==> src/rtl/cyc_pkg.sv <==
package cyc_pkg;

  typedef enum logic [2:0] {
    OP_LOAD  = 3'd0,
    OP_STORE = 3'd1,
    OP_ADD   = 3'd2,
    OP_JMP   = 3'd3,
    OP_JZ    = 3'd4,
    OP_EI    = 3'd5,
    OP_DI    = 3'd6,
    OP_HALT  = 3'd7
  } opcode_t;

  typedef enum logic [3:0] {
    S_FADDR, S_FRD, S_FCAP, S_FDEC,
    S_IADDR, S_IRD, S_ICAP,
    S_XDISP, S_XRD, S_XCAP, S_XALU, S_XWR,
    S_INT0, S_INT1, S_INT2, S_INT3
  } phase_t;

  typedef struct packed {
    logic marFromPc;
    logic marFromEa;
    logic marSave;
    logic mbrFromMem;
    logic mbrFromPc;
    logic mbrFromAcc;
    logic irLoad;
    logic pcInc;
    logic pcFromEa;
    logic pcHandler;
    logic accLoad;
    logic accAdd;
    logic ieSet;
    logic ieClr;
    logic memRd;
    logic memWr;
  } strobes_t;

endpackage

==> src/rtl/seq_datapath.sv <==
module seq_datapath
  import cyc_pkg::*;
#(
  parameter int DATA_W       = 16,
  parameter int ADDR_W       = 12,
  parameter int RESET_PC     = 'h010,
  parameter int SAVE_ADDR    = 'h000,
  parameter int HANDLER_ADDR = 'h001
) (
  input  logic              clk,
  input  logic              rstN,
  input  strobes_t          stb,
  input  logic [DATA_W-1:0] memRdata,
  output logic [ADDR_W-1:0] memAddr,
  output logic [DATA_W-1:0] memWdata,
  output opcode_t           opcode,
  output logic              indBit,
  output logic              zFlag,
  output logic              ieFlag,
  output logic [DATA_W-1:0] accValue,
  output logic [4:0]        statusWord
);

  localparam int OP_MSB  = DATA_W - 1;
  localparam int IND_POS = DATA_W - 4;

  logic [ADDR_W-1:0] pc, mar;
  logic [DATA_W-1:0] mbr, ir, acc;
  logic              fz, fc, fn, fv, ie;
  logic [DATA_W:0]   sumWide;
  logic [ADDR_W-1:0] effAddr;

  assign effAddr = mbr[ADDR_W-1:0];
  assign sumWide = {1'b0, acc} + {1'b0, mbr};

  always_ff @(posedge clk) begin
    if (!rstN) begin
      pc  <= ADDR_W'(RESET_PC);
      mar <= '0;
      mbr <= '0;
      ir  <= '0;
      acc <= '0;
      fz  <= 1'b0;
      fc  <= 1'b0;
      fn  <= 1'b0;
      fv  <= 1'b0;
      ie  <= 1'b0;
    end else begin
      if (stb.marFromPc)      mar <= pc;
      else if (stb.marFromEa) mar <= effAddr;
      else if (stb.marSave)   mar <= ADDR_W'(SAVE_ADDR);

      if (stb.mbrFromMem)      mbr <= memRdata;
      else if (stb.mbrFromPc)  mbr <= DATA_W'(pc);
      else if (stb.mbrFromAcc) mbr <= acc;

      if (stb.irLoad) ir <= mbr;

      if (stb.pcInc)          pc <= pc + 1'b1;
      else if (stb.pcFromEa)  pc <= effAddr;
      else if (stb.pcHandler) pc <= ADDR_W'(HANDLER_ADDR);

      if (stb.accLoad) begin
        acc <= mbr;
        fz  <= (mbr == '0);
        fn  <= mbr[DATA_W-1];
      end else if (stb.accAdd) begin
        acc <= sumWide[DATA_W-1:0];
        fz  <= (sumWide[DATA_W-1:0] == '0);
        fn  <= sumWide[DATA_W-1];
        fc  <= sumWide[DATA_W];
        fv  <= (acc[DATA_W-1] == mbr[DATA_W-1]) &&
               (sumWide[DATA_W-1] != acc[DATA_W-1]);
      end

      if (stb.ieSet)      ie <= 1'b1;
      else if (stb.ieClr) ie <= 1'b0;
    end
  end

  assign memAddr    = mar;
  assign memWdata   = mbr;
  assign opcode     = opcode_t'(ir[OP_MSB -: 3]);
  assign indBit     = mbr[IND_POS];
  assign zFlag      = fz;
  assign ieFlag     = ie;
  assign accValue   = acc;
  assign statusWord = {ie, fv, fn, fc, fz};

  // each fetch advances the program counter by exactly one
  p_pc_step_r2: assert property (@(posedge clk) disable iff (!rstN)
    stb.pcInc |=> pc == $past(pc) + 1'b1);

  // interrupt entry leaves the enable bit cleared
  p_ie_clear_r8: assert property (@(posedge clk) disable iff (!rstN)
    stb.ieClr |=> !ie);

  // the vector step lands on the handler address
  p_handler_r8: assert property (@(posedge clk) disable iff (!rstN)
    stb.pcHandler |=> pc == ADDR_W'(HANDLER_ADDR));

endmodule

==> src/rtl/seq_control.sv <==
module seq_control
  import cyc_pkg::*;
(
  input  logic     clk,
  input  logic     rstN,
  input  logic     irqReq,
  input  opcode_t  opcode,
  input  logic     indBit,
  input  logic     zFlag,
  input  logic     ieFlag,
  output strobes_t stb,
  output logic     halted
);

  phase_t state, nxt;
  logic   stopped;
  logic   execDone;
  logic   ieNext;

  // enable value as it stands once the current instruction finishes
  assign ieNext = (state == S_XDISP && opcode == OP_EI) ? 1'b1 :
                  (state == S_XDISP && opcode == OP_DI) ? 1'b0 : ieFlag;

  always_comb begin
    stb      = '0;
    nxt      = state;
    execDone = 1'b0;
    case (state)
      S_FADDR: begin stb.marFromPc = 1'b1; nxt = S_FRD; end
      S_FRD:   begin stb.memRd = 1'b1; stb.pcInc = 1'b1; nxt = S_FCAP; end
      S_FCAP:  begin stb.mbrFromMem = 1'b1; nxt = S_FDEC; end
      S_FDEC:  begin
        stb.irLoad = 1'b1;
        nxt = indBit ? S_IADDR : S_XDISP;
      end
      S_IADDR: begin stb.marFromEa = 1'b1; nxt = S_IRD; end
      S_IRD:   begin stb.memRd = 1'b1; nxt = S_ICAP; end
      S_ICAP:  begin stb.mbrFromMem = 1'b1; nxt = S_XDISP; end
      S_XDISP: begin
        case (opcode)
          OP_LOAD, OP_ADD: begin stb.marFromEa = 1'b1; nxt = S_XRD; end
          OP_STORE: begin
            stb.marFromEa  = 1'b1;
            stb.mbrFromAcc = 1'b1;
            nxt = S_XWR;
          end
          OP_JMP:  begin stb.pcFromEa = 1'b1; execDone = 1'b1; end
          OP_JZ:   begin stb.pcFromEa = zFlag; execDone = 1'b1; end
          OP_EI:   begin stb.ieSet = 1'b1; execDone = 1'b1; end
          OP_DI:   begin stb.ieClr = 1'b1; execDone = 1'b1; end
          default: nxt = S_XDISP;
        endcase
      end
      S_XRD:   begin stb.memRd = 1'b1; nxt = S_XCAP; end
      S_XCAP:  begin stb.mbrFromMem = 1'b1; nxt = S_XALU; end
      S_XALU:  begin
        stb.accLoad = (opcode == OP_LOAD);
        stb.accAdd  = (opcode == OP_ADD);
        execDone    = 1'b1;
      end
      S_XWR:   begin stb.memWr = 1'b1; execDone = 1'b1; end
      S_INT0:  begin stb.mbrFromPc = 1'b1; stb.ieClr = 1'b1; nxt = S_INT1; end
      S_INT1:  begin stb.marSave = 1'b1; nxt = S_INT2; end
      S_INT2:  begin stb.memWr = 1'b1; nxt = S_INT3; end
      S_INT3:  begin stb.pcHandler = 1'b1; nxt = S_FADDR; end
      default: nxt = S_FADDR;
    endcase
    if (execDone) nxt = (irqReq && ieNext) ? S_INT0 : S_FADDR;
    if (stopped) begin
      stb = '0;
      nxt = state;
    end
  end

  always_ff @(posedge clk) begin
    if (!rstN) begin
      state   <= S_FADDR;
      stopped <= 1'b0;
    end else begin
      state <= nxt;
      if (state == S_XDISP && opcode == OP_HALT) stopped <= 1'b1;
    end
  end

  assign halted = stopped;

  // the read and write strobes never overlap
  p_rw_excl_r9: assert property (@(posedge clk) disable iff (!rstN)
    !(stb.memRd && stb.memWr));

  // once halted, stay halted with the memory port idle
  p_halt_hold_r10: assert property (@(posedge clk) disable iff (!rstN)
    stopped |=> stopped && !stb.memRd && !stb.memWr);

  // interrupt entry follows a cycle with the request present
  p_int_gate_r8: assert property (@(posedge clk) disable iff (!rstN)
    (state == S_INT0) |-> $past(irqReq));

endmodule

==> src/rtl/instr_cycle_seq.sv <==
module instr_cycle_seq
  import cyc_pkg::*;
#(
  parameter int DATA_W       = 16,
  parameter int ADDR_W       = 12,
  parameter int RESET_PC     = 'h010,
  parameter int SAVE_ADDR    = 'h000,
  parameter int HANDLER_ADDR = 'h001
) (
  input  logic              clk,
  input  logic              rstN,
  input  logic              irqReq,
  input  logic [DATA_W-1:0] memRdata,
  output logic [ADDR_W-1:0] memAddr,
  output logic [DATA_W-1:0] memWdata,
  output logic              memRd,
  output logic              memWr,
  output logic              halted,
  output logic [DATA_W-1:0] accValue,
  output logic [4:0]        statusWord
);

  strobes_t stb;
  opcode_t  opcode;
  logic     indBit, zFlag, ieFlag;

  seq_control u_ctrl (
    .clk    (clk),
    .rstN   (rstN),
    .irqReq (irqReq),
    .opcode (opcode),
    .indBit (indBit),
    .zFlag  (zFlag),
    .ieFlag (ieFlag),
    .stb    (stb),
    .halted (halted)
  );

  seq_datapath #(
    .DATA_W       (DATA_W),
    .ADDR_W       (ADDR_W),
    .RESET_PC     (RESET_PC),
    .SAVE_ADDR    (SAVE_ADDR),
    .HANDLER_ADDR (HANDLER_ADDR)
  ) u_dp (
    .clk        (clk),
    .rstN       (rstN),
    .stb        (stb),
    .memRdata   (memRdata),
    .memAddr    (memAddr),
    .memWdata   (memWdata),
    .opcode     (opcode),
    .indBit     (indBit),
    .zFlag      (zFlag),
    .ieFlag     (ieFlag),
    .accValue   (accValue),
    .statusWord (statusWord)
  );

  assign memRd = stb.memRd;
  assign memWr = stb.memWr;

endmodule

==> config.mk <==
export PLATFORM = sky130hd
export DESIGN_NAME = instr_cycle_seq
export DESIGN_NICKNAME = d
export VERILOG_FILES = /design/src/rtl/cyc_pkg.sv /design/src/rtl/seq_datapath.sv /design/src/rtl/seq_control.sv /design/src/rtl/instr_cycle_seq.sv
export SDC_FILE = /design/constraint.sdc
export NUM_CORES = 1
export LEC_CHECK = 0
export ABC_CLOCK_PERIOD_IN_PS = 6100
export BUFFER_PORTS_ARGS = -buffer_cell sky130_fd_sc_hd__buf_2
export CORE_MARGIN = 4
export CORE_UTILIZATION = 40
export DETAILED_ROUTE_END_ITERATION = 12
export SETUP_SLACK_MARGIN = 0.4
export SYNTH_ARGS = -nofsm -noshare
export SYNTH_HDL_FRONTEND = slang
export SYNTH_SLANG_ARGS = --single-unit
==> constraint.sdc <==
create_clock -name clk -period 6.1 [get_ports clk]
set_input_delay 0.61 -clock clk [delete_from_list [all_inputs] [get_ports clk]]
set_output_delay 0.61 -clock clk [all_outputs]
set_load 0.005 [all_outputs]
==> report_table.html <==
<table>
<tr><th>Metric</th><th>Value</th></tr>
<tr><th colspan="2">STA</th></tr>
<tr><td>Unrepaired setup endpoints after global routing</td><td>false</td></tr>
<tr><td>Period minus WS final</td><td>3290 ps</td></tr>
<tr><td>Final setup violation count</td><td>0</td></tr>
<tr><td>Slew Limit Headroom</td><td>18.3%</td></tr>
<tr><td>F_max</td><td>304 MHz</td></tr>
<tr><td>Max-slew violation count</td><td>0</td></tr>
<tr><td>Period utilisation layout</td><td>53.9%</td></tr>
<tr><td>Slew at the pin closest to its max-slew limit</td><td>~1200 ps</td></tr>
<tr><td>Post-route setup TNS</td><td>0 ps</td></tr>
<tr><td>Setup Skew</td><td>~11 ps</td></tr>
<tr><td>Count of endpoints failing hold in the final timing report</td><td>0</td></tr>
<tr><th colspan="2">Detailed routing</th></tr>
<tr><td>Residual antenna-violating net count after detailed routing</td><td>0</td></tr>
<tr><td>Detailed-route via count</td><td>roughly 4300</td></tr>
<tr><td>DRC viols</td><td>0</td></tr>
<tr><td>Total iterations of the first detailed-routing run</td><td>5</td></tr>
<tr><td>Number of vias per cell</td><td>between 5 and 6</td></tr>
<tr><td>Average detailed-routed wire length per instance</td><td>17.7 um</td></tr>
<tr><td>1st-iter DRT viols</td><td>364</td></tr>
<tr><td>Final WL</td><td>roughly 13 mm</td></tr>
<tr><th colspan="2">Clock network</th></tr>
<tr><td>Post-CTS setup buffer count</td><td>0</td></tr>
<tr><td>H-tree levels</td><td>3</td></tr>
<tr><td>CTS tree</td><td>yes</td></tr>
<tr><td>Count of clock tree sinks</td><td>68</td></tr>
<tr><td>Number of instances resized during post-cts repair</td><td>0</td></tr>
<tr><td>Number of buffers inserted during clock tree synthesis</td><td>9</td></tr>
<tr><td>Clock Pin Slew Worst Setup and Hold Paths</td><td>80 ps</td></tr>
<tr><td>Root Buffer Master</td><td>clkbuf_8</td></tr>
<tr><td>Clock buffer depth</td><td>2</td></tr>
<tr><td>Post-CTS Hold Fix Bufs</td><td>0</td></tr>
<tr><td>Clk Latency, worst-skew pair</td><td>340 ps</td></tr>
<tr><th colspan="2">Pwr</th></tr>
<tr><td>Share of power burned in registers</td><td>50.4%</td></tr>
<tr><td>Switching fraction of total power</td><td>26.0%</td></tr>
<tr><td>Clock network power share</td><td>41.6%</td></tr>
<tr><td>Max VDD drop</td><td>0.108 mV</td></tr>
<tr><td>Static leakage power</td><td>2.07 nW</td></tr>
<tr><td>Gate power share</td><td>8.1%</td></tr>
<tr><td>Internal Pwr Total</td><td>676 uW</td></tr>
<tr><td>NetSw</td><td>~240 uW</td></tr>
<tr><td>Total power divided by cell area</td><td>188 mW/mm2</td></tr>
<tr><th colspan="2">Yosys</th></tr>
<tr><td>Average cell area after synthesis</td><td>7.88 um2</td></tr>
<tr><td>Asr flop ratio synth</td><td>0%</td></tr>
<tr><td>Leading register cell type out of synthesis</td><td>dfxtp_1</td></tr>
<tr><td>Register area share after synthesis</td><td>31.6%</td></tr>
<tr><td>Synthesized netlist cell count</td><td>547</td></tr>
<tr><td>Cell Area, Synth</td><td>0.00431 mm2</td></tr>
<tr><td>EDFF count, synth</td><td>0</td></tr>
<tr><td>Post-synth net total</td><td>584</td></tr>
<tr><td>Post-synthesis register bit count</td><td>around 70</td></tr>
<tr><td>Warnings, synthesis</td><td>0</td></tr>
<tr><td>Number of unique standard cell types used by synthesis</td><td>64</td></tr>
<tr><th colspan="2">Critical path</th></tr>
<tr><td>Data arrival at the endpoint of the critical path</td><td>between 3000 and 4000 ps</td></tr>
<tr><td>Max incr delay on CP</td><td>1000 ps</td></tr>
<tr><td>CP Data Required Time</td><td>between 6000 and 7000 ps</td></tr>
<tr><td>Highest-delay cell along the critical path</td><td>and3_1</td></tr>
<tr><td>Buffers and inverters on the worst path</td><td>1</td></tr>
<tr><td>Crit path launch type</td><td>flip-flop</td></tr>
<tr><td>Nature of the critical path endpoint</td><td>flip-flop</td></tr>
<tr><td>List of cells traversed by the critical path</td><td>inv_1 &gt; nand2_1 &gt; o22ai_1 &gt; nand2_1 &gt; and3_1 &gt; a21oi_1 &gt; a21oi_1 &gt; nor2_1</td></tr>
<tr><td>Kind of cell with the highest combined delay on the critical path</td><td>simple AND/OR/NAND/NOR gates</td></tr>
<tr><td>Highest fanout seen on the critical path</td><td>32</td></tr>
<tr><td>Setup Crit Path Kind</td><td>reg -&gt; reg</td></tr>
<tr><th colspan="2">Place</th></tr>
<tr><td>Placer's final routability congestion estimate</td><td>0.884</td></tr>
<tr><td>Post-DP HPWL</td><td>about 9.3 mm</td></tr>
<tr><td>Number of port buffers</td><td>70</td></tr>
<tr><th colspan="2">Layout</th></tr>
<tr><td>Filler cell count in the final layout</td><td>1072</td></tr>
<tr><td>Most common library cell in the layout ignoring fill and taps</td><td>nor2_1</td></tr>
<tr><td>Number of antenna diodes</td><td>0</td></tr>
<tr><td>Post-layout nets</td><td>slightly above 600</td></tr>
<tr><td>Layout overhead on the synthesized area</td><td>12.9%</td></tr>
<tr><td>Layout cell share with drive strength beyond 1</td><td>around 17%</td></tr>
<tr><td>Fin util</td><td>46.7%</td></tr>
<tr><td>Commonest cells after routing, fill and taps aside</td><td>nor2_1 (89), buf_2 (70), dfxtp_1 (68)</td></tr>
<tr><th colspan="2">Die</th></tr>
<tr><td>Die outline height</td><td>112 um</td></tr>
<tr><td>DIE WIDTH</td><td>112 um</td></tr>
<tr><td>Core Box Area</td><td>between 0.01 and 0.015 mm2</td></tr>
<tr><td>Row count</td><td>37</td></tr>
<tr><td>Starting Density</td><td>between 40% and 50%</td></tr>
<tr><td>Die area</td><td>0.0125 mm2</td></tr>
<tr><td>I/O pins</td><td>71</td></tr>
<tr><th colspan="2">Run status</th></tr>
<tr><td>Outcome</td><td>completed</td></tr>
<tr><th colspan="2">Global routing</th></tr>
<tr><td>Wire length of the first global-routing pass</td><td>21.5 mm</td></tr>
<tr><td>Overall fraction of global-route tracks in use</td><td>between 20% and 30%</td></tr>
<tr><td>Number of antenna violations at the first check in global routing</td><td>0</td></tr>
<tr><td>Vias in the first global route</td><td>a little over 4000</td></tr>
<tr><td>Total congestion overflow after global routing</td><td>0</td></tr>
<tr><td>Pin count of the biggest net entering global routing</td><td>58</td></tr>
<tr><th colspan="2">Job</th></tr>
<tr><td>Number of max-cap violations</td><td>0</td></tr>
<tr><th colspan="2">Worst hold path</th></tr>
<tr><td>Worst min-delay path class</td><td>reg -&gt; reg</td></tr>
</table>
==> cell families (layout without fill, tap and decap cells) <==
group | count (synthesis) | after routing | share of synthesized area (%)
AOI/OAI and AO/OA | 159 | 159 | 25.2
xor gates and xnor gates | 15 | 15 | 3.22
adders and majority gates | 18 | 18 | 5.40
buffers and inverters | 53 | 97 | 5.37
DFF | 68 | 68 | 31.6
muxes | 25 | 25 | 5.83
and+or+nand+nor | 209 | 209 | 23.4
==> tightest hold or removal path, delay by kind of cell, from the launching register on <==
family          cells  cell delay, ps
compound gates      1              60
flops               1             310
simple gates        1              60
==> power groups by stage <==
stage | combinational [mW] | sequential (mW) | clock [mW]
floorplan | 0.0557 | 0.464 | 0
global placement | 0.0724 | 0.470 | 0
detailed placement | 0.0727 | 0.470 | 0
CTS | 0.0731 | 0.460 | 0.391
global route | 0.0817 | 0.462 | 0.411
finish | 0.0736 | 0.460 | 0.380
==> path summary, 6_finish.rpt <==
path                        start           endpoint  slack [ps]  depth (start not counted)
setup / recovery  u_ctrl.state[2]  u_dp.memWdata[14]        2810                          8
hold / removal            u_dp.fv            u_dp.fv         480                          2
setup reg to reg  u_ctrl.state[2]  u_dp.memWdata[14]        2810                          8
hold reg to reg           u_dp.fv            u_dp.fv         480                          2
==> sequential cells by signal, summed over array words and instances (netlist names) <==
| register | cells |
|---|---|
| u_ctrl.state | 4 |
| u_dp.memWdata | 16 |
| u_dp.pc | 12 |
| u_ctrl.halted | 1 |
| u_dp.ieFlag | 1 |
| u_dp.fc | 1 |
| u_dp.fv | 1 |
| u_dp.accValue | 16 |
| u_dp.ir | 3 |
| u_dp.memAddr | 12 |
| u_dp.zFlag | 1 |
==> synth_stat cells (all sizes together) (2+ instances only) <==
| cell | count | area share, % |
|---|---|---|
| a221oi | 4 | 0.81 |
| mux2i | 24 | 5.6 |
| a22oi | 5 | 0.87 |
| a2bb2oi | 2 | 0.41 |
| nor3 | 8 | 0.93 |
| o21ai | 24 | 2.8 |
| and3 | 11 | 1.6 |
| a222oi | 15 | 3.5 |
| xnor2 | 9 | 1.8 |
| a21boi | 2 | 0.35 |
| xor2 | 6 | 1.4 |
| nand3 | 19 | 2.2 |
| and2 | 7 | 1.0 |
| nand3b | 5 | 0.87 |
| a2111oi | 6 | 1.4 |
| a21o | 4 | 0.70 |
| buf | 15 | 2.1 |
| nor2 | 89 | 7.8 |
| a211oi | 27 | 4.7 |
| a21oi | 48 | 5.6 |
| nand4 | 4 | 0.58 |
| nand2b | 5 | 0.73 |
| nand2 | 33 | 2.9 |
| a31oi | 5 | 0.73 |
| or3 | 2 | 0.29 |
| nor4 | 9 | 1.7 |
| inv | 8 | 0.70 |
| ha | 17 | 4.9 |
| o31ai | 2 | 0.46 |
| clkbuf | 30 | 2.6 |
| dfxtp | 68 | 32 |
| o22ai | 3 | 0.44 |
| o2111ai | 2 | 0.41 |
| or2 | 4 | 0.58 |
| nor2b | 7 | 1.0 |
==> metal layers <==
layer	global-route usage, %	part of all wire (%)	wire length [um]	vias to the layer above
met5	0	0	0	-
met4	4.70	1.6	210	0
met3	3.91	5.3	679	17
met2	33.0	46	5920	132
met1	28.8	47	6070	2010
li1	-	-	-	2106
==> layout make-up <==
class	count	area (um2)	share of cell area [%]
multi-input cells	426	2730	56.1
clock inverters	5	60.1	1.23
flip-flops and latches	68	1360	28.0
inverters	8	30.0	0.617
well taps	136	170	3.50
repair buffers	73	373	7.66
clock buffers	11	141	2.91
==> through the flow <==
step           instance area (um2)  hold WS, ps  power (mW)  cells  worst slack (ps)
2_1_floorplan                 4310          442       0.519    547              3610
3_3_place_gp                  4660          461       0.543    711              2970
3_5_place_dp                  4660          462       0.543    711              2860
4_1_cts                       4870          481       0.924    727              2830
5_1_grt                       4870          521       0.955    727              2440
6_report                      4870          481       0.913    727              2810
Note: power is estimated with default switching activity, not from simulation.
